### config.mk
export PLATFORM = sky130hd
export DESIGN_NAME = fwd_sel
export DESIGN_NICKNAME = d
export VERILOG_FILES = /design/src/rtl/fwd_pkg.sv /design/src/rtl/fwd_match.sv /design/src/rtl/fwd_pc_dec.sv /design/src/rtl/fwd_chain.sv /design/src/rtl/fwd_sel.sv
export SDC_FILE = /design/constraint.sdc
export NUM_CORES = 1
export LEC_CHECK = 0
export BUFFER_PORTS_ARGS = -buffer_cell sky130_fd_sc_hd__buf_2
export CAP_MARGIN = 20
export CORE_AREA = 8 8 131 133
export DETAILED_ROUTE_END_ITERATION = 8
export DIE_AREA = 0 0 139 141
export GPL_TIMING_DRIVEN = 0
export PLACE_DENSITY_LB_ADDON = 0.05
export SYNTH_ARGS = -nofsm -noshare
export SYNTH_HDL_FRONTEND = slang
export SYNTH_HIERARCHICAL = 1
export SYNTH_SLANG_ARGS = --single-unit
export TNS_END_PERCENT = 30
### constraint.sdc
create_clock -name vclk -period 3.8
set_input_delay 0.19 -clock vclk [all_inputs]
set_output_delay 0.19 -clock vclk [all_outputs]
set_load 0.02 [all_outputs]
### src/rtl/fwd_pkg.sv
package fwd_pkg;
  localparam int RID_W   = 4;
  localparam int DATA_W  = 32;
  localparam int CODE_W  = 4;
  localparam int N_STAGE = 5;
  localparam logic [RID_W-1:0]  NO_REG    = 4'hF;
  localparam logic [CODE_W-1:0] CODE_JUMP = 4'h7;
  localparam logic [CODE_W-1:0] CODE_CALL = 4'h8;
endpackage

### src/rtl/fwd_match.sv
module fwd_match #(
  parameter int RW = 4,
  parameter logic [RW-1:0] NONE_ID = '1
) (
  input  logic [RW-1:0] src_id,
  input  logic [RW-1:0] dst_id,
  output logic          hit
);
  always_comb hit = (src_id != NONE_ID) && (src_id == dst_id);
endmodule

### src/rtl/fwd_pc_dec.sv
module fwd_pc_dec #(
  parameter int CW = 4,
  parameter logic [CW-1:0] CODE_X = '0,
  parameter logic [CW-1:0] CODE_Y = '0
) (
  input  logic [CW-1:0] code,
  output logic          pc_op
);
  always_comb pc_op = (code == CODE_X) || (code == CODE_Y);
endmodule

### src/rtl/fwd_chain.sv
module fwd_chain #(
  parameter int RW = 4,
  parameter int DW = 32,
  parameter int NS = 5,
  parameter logic [RW-1:0] NONE_ID = '1,
  parameter bit USE_PC = 1'b0
) (
  input  logic [RW-1:0]         src_id,
  input  logic [DW-1:0]         rval,
  input  logic [DW-1:0]         pc,
  input  logic                  pc_op,
  input  logic [NS-1:0][RW-1:0] dst_ids,
  input  logic [NS-1:0][DW-1:0] vals,
  output logic [DW-1:0]         res
);
  logic [NS-1:0] hit;
  logic          take_pc;

  for (genvar i = 0; i < NS; i++) begin : g_cmp
    fwd_match #(.RW(RW), .NONE_ID(NONE_ID)) u_m (
      .src_id(src_id),
      .dst_id(dst_ids[i]),
      .hit   (hit[i])
    );
  end

  if (USE_PC) begin : g_pc
    always_comb take_pc = pc_op;
  end else begin : g_nopc
    always_comb take_pc = 1'b0;
  end

  // index 0 is the youngest stage; scanning from the oldest end lets it win
  always_comb begin
    res = rval;
    for (int i = NS - 1; i >= 0; i--) begin
      if (hit[i]) res = vals[i];
    end
    if (take_pc) res = pc;
  end

  always_comb begin
    if (take_pc) begin

      pc_wins_chk: assert (res == pc);
    end else if (hit[0]) begin

      young_wins_chk: assert (res == vals[0]);
    end else if (hit == '0) begin

      rf_pass_chk: assert (res == rval);
    end
    if (src_id == NONE_ID && !take_pc) begin

      none_id_chk: assert (res == rval);
    end
  end
endmodule

### src/rtl/fwd_sel.sv
module fwd_sel
  import fwd_pkg::*;
(
  input  logic [CODE_W-1:0] d_code,
  input  logic [RID_W-1:0]  d_src_a,
  input  logic [RID_W-1:0]  d_src_b,
  input  logic [DATA_W-1:0] rf_a,
  input  logic [DATA_W-1:0] rf_b,
  input  logic [DATA_W-1:0] pc_inc,
  input  logic [RID_W-1:0]  ex_dst,
  input  logic [DATA_W-1:0] ex_val,
  input  logic [RID_W-1:0]  mem_dstm,
  input  logic [DATA_W-1:0] mem_rdata,
  input  logic [RID_W-1:0]  mem_dste,
  input  logic [DATA_W-1:0] mem_alu,
  input  logic [RID_W-1:0]  wb_dstm,
  input  logic [DATA_W-1:0] wb_rdata,
  input  logic [RID_W-1:0]  wb_dste,
  input  logic [DATA_W-1:0] wb_alu,
  output logic [DATA_W-1:0] op_a,
  output logic [DATA_W-1:0] op_b
);
  logic [N_STAGE-1:0][RID_W-1:0]  dsts;
  logic [N_STAGE-1:0][DATA_W-1:0] vals;
  logic                           pc_op;

  // priority order, youngest first
  always_comb begin
    dsts[0] = ex_dst;   vals[0] = ex_val;
    dsts[1] = mem_dstm; vals[1] = mem_rdata;
    dsts[2] = mem_dste; vals[2] = mem_alu;
    dsts[3] = wb_dstm;  vals[3] = wb_rdata;
    dsts[4] = wb_dste;  vals[4] = wb_alu;
  end

  fwd_pc_dec #(.CW(CODE_W), .CODE_X(CODE_CALL), .CODE_Y(CODE_JUMP)) u_dec (
    .code (d_code),
    .pc_op(pc_op)
  );

  fwd_chain #(.RW(RID_W), .DW(DATA_W), .NS(N_STAGE), .NONE_ID(NO_REG), .USE_PC(1'b1)) u_a (
    .src_id(d_src_a), .rval(rf_a), .pc(pc_inc), .pc_op(pc_op),
    .dst_ids(dsts), .vals(vals), .res(op_a)
  );

  fwd_chain #(.RW(RID_W), .DW(DATA_W), .NS(N_STAGE), .NONE_ID(NO_REG), .USE_PC(1'b0)) u_b (
    .src_id(d_src_b), .rval(rf_b), .pc(pc_inc), .pc_op(pc_op),
    .dst_ids(dsts), .vals(vals), .res(op_b)
  );

  always_comb begin
    if (d_src_b == NO_REG) begin

      b_none_chk: assert (op_b == rf_b);
    end
    if (!pc_op && d_src_a == d_src_b) begin

      b_same_chain_chk: assert ((op_a == rf_a) == (op_b == rf_b) || rf_a == rf_b);
    end
  end
endmodule

==> results.py <==
metrics = {
    "status": {
        "outcome": "finished, final reports clean",
    },
    "synthesis": {
        "synth.mux.area_fraction_pct": 18.0,
        "post_synth_inst_count": 559,
        "synth_top_area_share_pct": 10.2,
        "synth-seq-area-share_pct": 0,
        "synth_adder_area_share_pct": 0,
        "synth_unique_cells": 37,
        "yosys_warnings": 6,
        "synth.avg_cell_area_um2": 7.90,
        "synth_top_family_by_area": "compound AO/OA/AOI/OAI gates",
        "synth.cell_area_mm2": 0.00442,
        "synth_top_area_cells": "sky130_fd_sc_hd__mux2_4 (10%), sky130_fd_sc_hd__a221oi_2 (9.9%), sky130_fd_sc_hd__nor2b_1 (9.1%)",
        "synthDominantAreaCellType": "sky130_fd_sc_hd__mux2_4",
        "synth_simple_gate_area_share_pct": 25.1,
        "synth_area_in_xor_xnor_pct": 5.95,
        "mappedNetlistNets": 847,
        "synth_compound_area_share_pct": 42.3,
    },
    "route": {
        "postRouteWirelength_um": 26300,
        "met3_wirelength_um": 1590,
        "routed_via_density": 5.60,
        "drc_errors": 0,
        "met1Wirelength_um": 10500,
        "detailedRoute.firstIterationViolations": 330,
        "routed-wl-met2_um": 13600,
        "drtAntennaViolNets": 0,
        "vias": 6184,
        "wl_per_cell_um": 23.8,
        "top_layer_used": "met4",
        "drt_first_pass_iters": 5,
    },
    "critical_path": {
        "crit_path_start": "d_src_a[2]",
        "critPathRequiredTime_ps": 3610,
        "timing.critical_path.mode_cell": "sky130_fd_sc_hd__buf_2",
        "crit_path_max_fanout": 10,
        "setup.worst_path.end_class": "output port",
        "worstSetupPathType": "primary input to output port",
        "cp_slowest_cell": "sky130_fd_sc_hd__a2111oi_2",
        "crit_arrival_ps": 2900,
        "cp_cell_sequence": "buf_2 -> or2_1 -> a2111oi_2 -> nor2_1 -> clkbuf_1 -> a2111o_1 -> a31oi_1 -> buf_2",
        "critPathLaunchType": "primary input",
        "max_stage_delay_ps": 760,
    },
    "final_layout": {
        "most_common_library_cell_in_the_layout_ignoring_fill_and_taps": "sky130_fd_sc_hd__buf_2",
        "syn_to_final_growth_pct": 45.5,
        "filler_cell_count": 1590,
        "final_layout_size_suffix_gt1_share_pct": 49.6,
        "final_nets": 1201,
        "nClkBuffers": 0,
        "design.seq.count": 0,
        "layout.area.seq_um2": 0,
        "layout.cells.most_common_list": "sky130_fd_sc_hd__buf_2 (358), sky130_fd_sc_hd__nand2_1 (66), sky130_fd_sc_hd__nor2b_1 (64)",
    },
    "clocking": {
        "ctsResizeCount": 0,
        "postCtsHoldBufs": 0,
        "postCtsSetupBuffers": 0,
    },
    "die": {
        "die-width_um": 139,
        "core_area_mm2": 0.0150,
        "design.die.area_mm2": 0.0196,
        "floorplan.initialDensity_pct": 29.5,
        "top_level_ports": 352,
        "dieHeight_um": 141,
        "placementRows": 45,
    },
    "sta": {
        "rsz0062_at_grt": "false",
        "final_setup_violating_endpoints": 0,
        "slew_violations": 0,
        "fmax_mhz": 323,
        "final.min_clock_period_ps": 3090,
        "post-route-period-util_pct": 81.4,
        "worst_slew_pin_slew_ps": 780,
        "final-hold-violation-count": 0,
        "fin_tns_setup_ps": 0,
        "worst_slack_ps": 709,
        "slew_headroom_pct": 47.9,
    },
    "placement": {
        "dp_hpwl_um": 21500,
        "detailedPlace.worstSlack_ps": 682,
        "finalWeightedCongestion": 0.879,
        "numPortBuffers": 352,
    },
    "flow_run": {
        "drv_cap": 0,
    },
    "power_and_ir_drop": {
        "power.density_cell_area_mw_per_mm2": 164,
        "vdd.ir_drop.worst_v": 0.0000799,
        "leakagePower_nw": 3.08,
    },
    "global_route": {
        "grt_first_pass_wirelength_um": 39400,
        "groute.usage.overall_pct": 25.0,
        "globalRoute.totalOverflow": 0,
        "grt_pass1_vias": 6957,
        "largest_net_degree_at_the_start_of_global_routing": 11,
        "antenna_found_initial": 5,
    },
    "hold_path": {
        "hold_class": "primary input to output port",
        "hold-path-cell-count": 4,
        "min-delay-start": "ex_val[3]",
    },
}
==> stage by stage <==
step | power (mW) | area, µm² | utilization [%] | hold slack, ps | cells
after floorplan | 0.603 | 4420 | - | 538 | 559
after global placement | 1.04 | 6410 | 42.8 | 728 | 1099
after detailed placement | 1.05 | 6410 | 42.8 | 730 | 1099
after CTS | 1.06 | 6410 | 42.8 | 731 | 1099
after global routing | 1.12 | 6430 | 42.9 | 747 | 1104
final | 1.05 | 6430 | 42.9 | 726 | 1104
==> per-layer routing <==
metal,track usage [%],vias to the layer above
li1,-,2912
met1,28.0,2911
met2,48.2,323
met3,3.65,38
met4,6.18,0
met5,0,-
==> worst max-delay path, delay by kind of cell <==
kind | cells | cell delay (ps)
simple gates | 2 | 510
buf+inv | 3 | 730
compound gates | 3 | 1450
==> kinds of logic after synthesis <==
logic type                Yosys count
xor gates and xnor gates           30
buffers and inverters              63
and+or+nand+nor                   200
muxes                              64
AOI/OAI and AO/OA                 202
==> cell usage after synthesis, types with 2 or more instances <==
cell type,instances
sky130_fd_sc_hd__nand2_1,66
sky130_fd_sc_hd__nor2b_1,64
sky130_fd_sc_hd__clkbuf_1,36
sky130_fd_sc_hd__a2111o_1,32
sky130_fd_sc_hd__a21o_1,32
sky130_fd_sc_hd__mux2i_1,32
sky130_fd_sc_hd__nor3b_1,32
sky130_fd_sc_hd__a31oi_1,31
sky130_fd_sc_hd__o22ai_1,31
sky130_fd_sc_hd__mux2_4,30
sky130_fd_sc_hd__o31ai_1,30
sky130_fd_sc_hd__xor2_1,30
sky130_fd_sc_hd__a221oi_2,29
sky130_fd_sc_hd__nand3_1,20
sky130_fd_sc_hd__a2111oi_2,10
sky130_fd_sc_hd__or2_1,10
sky130_fd_sc_hd__buf_6,9
sky130_fd_sc_hd__buf_2,6
sky130_fd_sc_hd__buf_4,4
sky130_fd_sc_hd__buf_12,3
sky130_fd_sc_hd__a221oi_1,2
sky130_fd_sc_hd__inv_1,2
sky130_fd_sc_hd__mux2_2,2
sky130_fd_sc_hd__nor2_1,2
sky130_fd_sc_hd__o31ai_2,2
==> where the power goes <==
| part | total [mW] | internal, mW | switching (mW) |
|---|---|---|---|
| Clock | 0.000000176 | 0.000000176 | 0 |
| Sequential | 0 | 0 | 0 |
| Combinational | 1.05 | 0.454 | 0.599 |
| Total | 1.05 | 0.454 | 0.599 |
==> path summary, 6_finish.rpt <==
path / end / slack [ps]
worst max-delay path: op_a[11] / 710
worst min-delay path: op_b[3] / 730
==> cell type report <==
class / count / area, µm² / share of cell area [%]
Antenna cell: 5 / 12.5 / 0.195
Tap cell: 188 / 235 / 3.66
Multi-Input combinational cell: 496 / 4030 / 62.7
Timing Repair Buffer: 352 / 1760 / 27.4
Buffer: 61 / 379 / 5.90
Inverter: 2 / 7.51 / 0.117
Power figures use the tool's default switching activity.
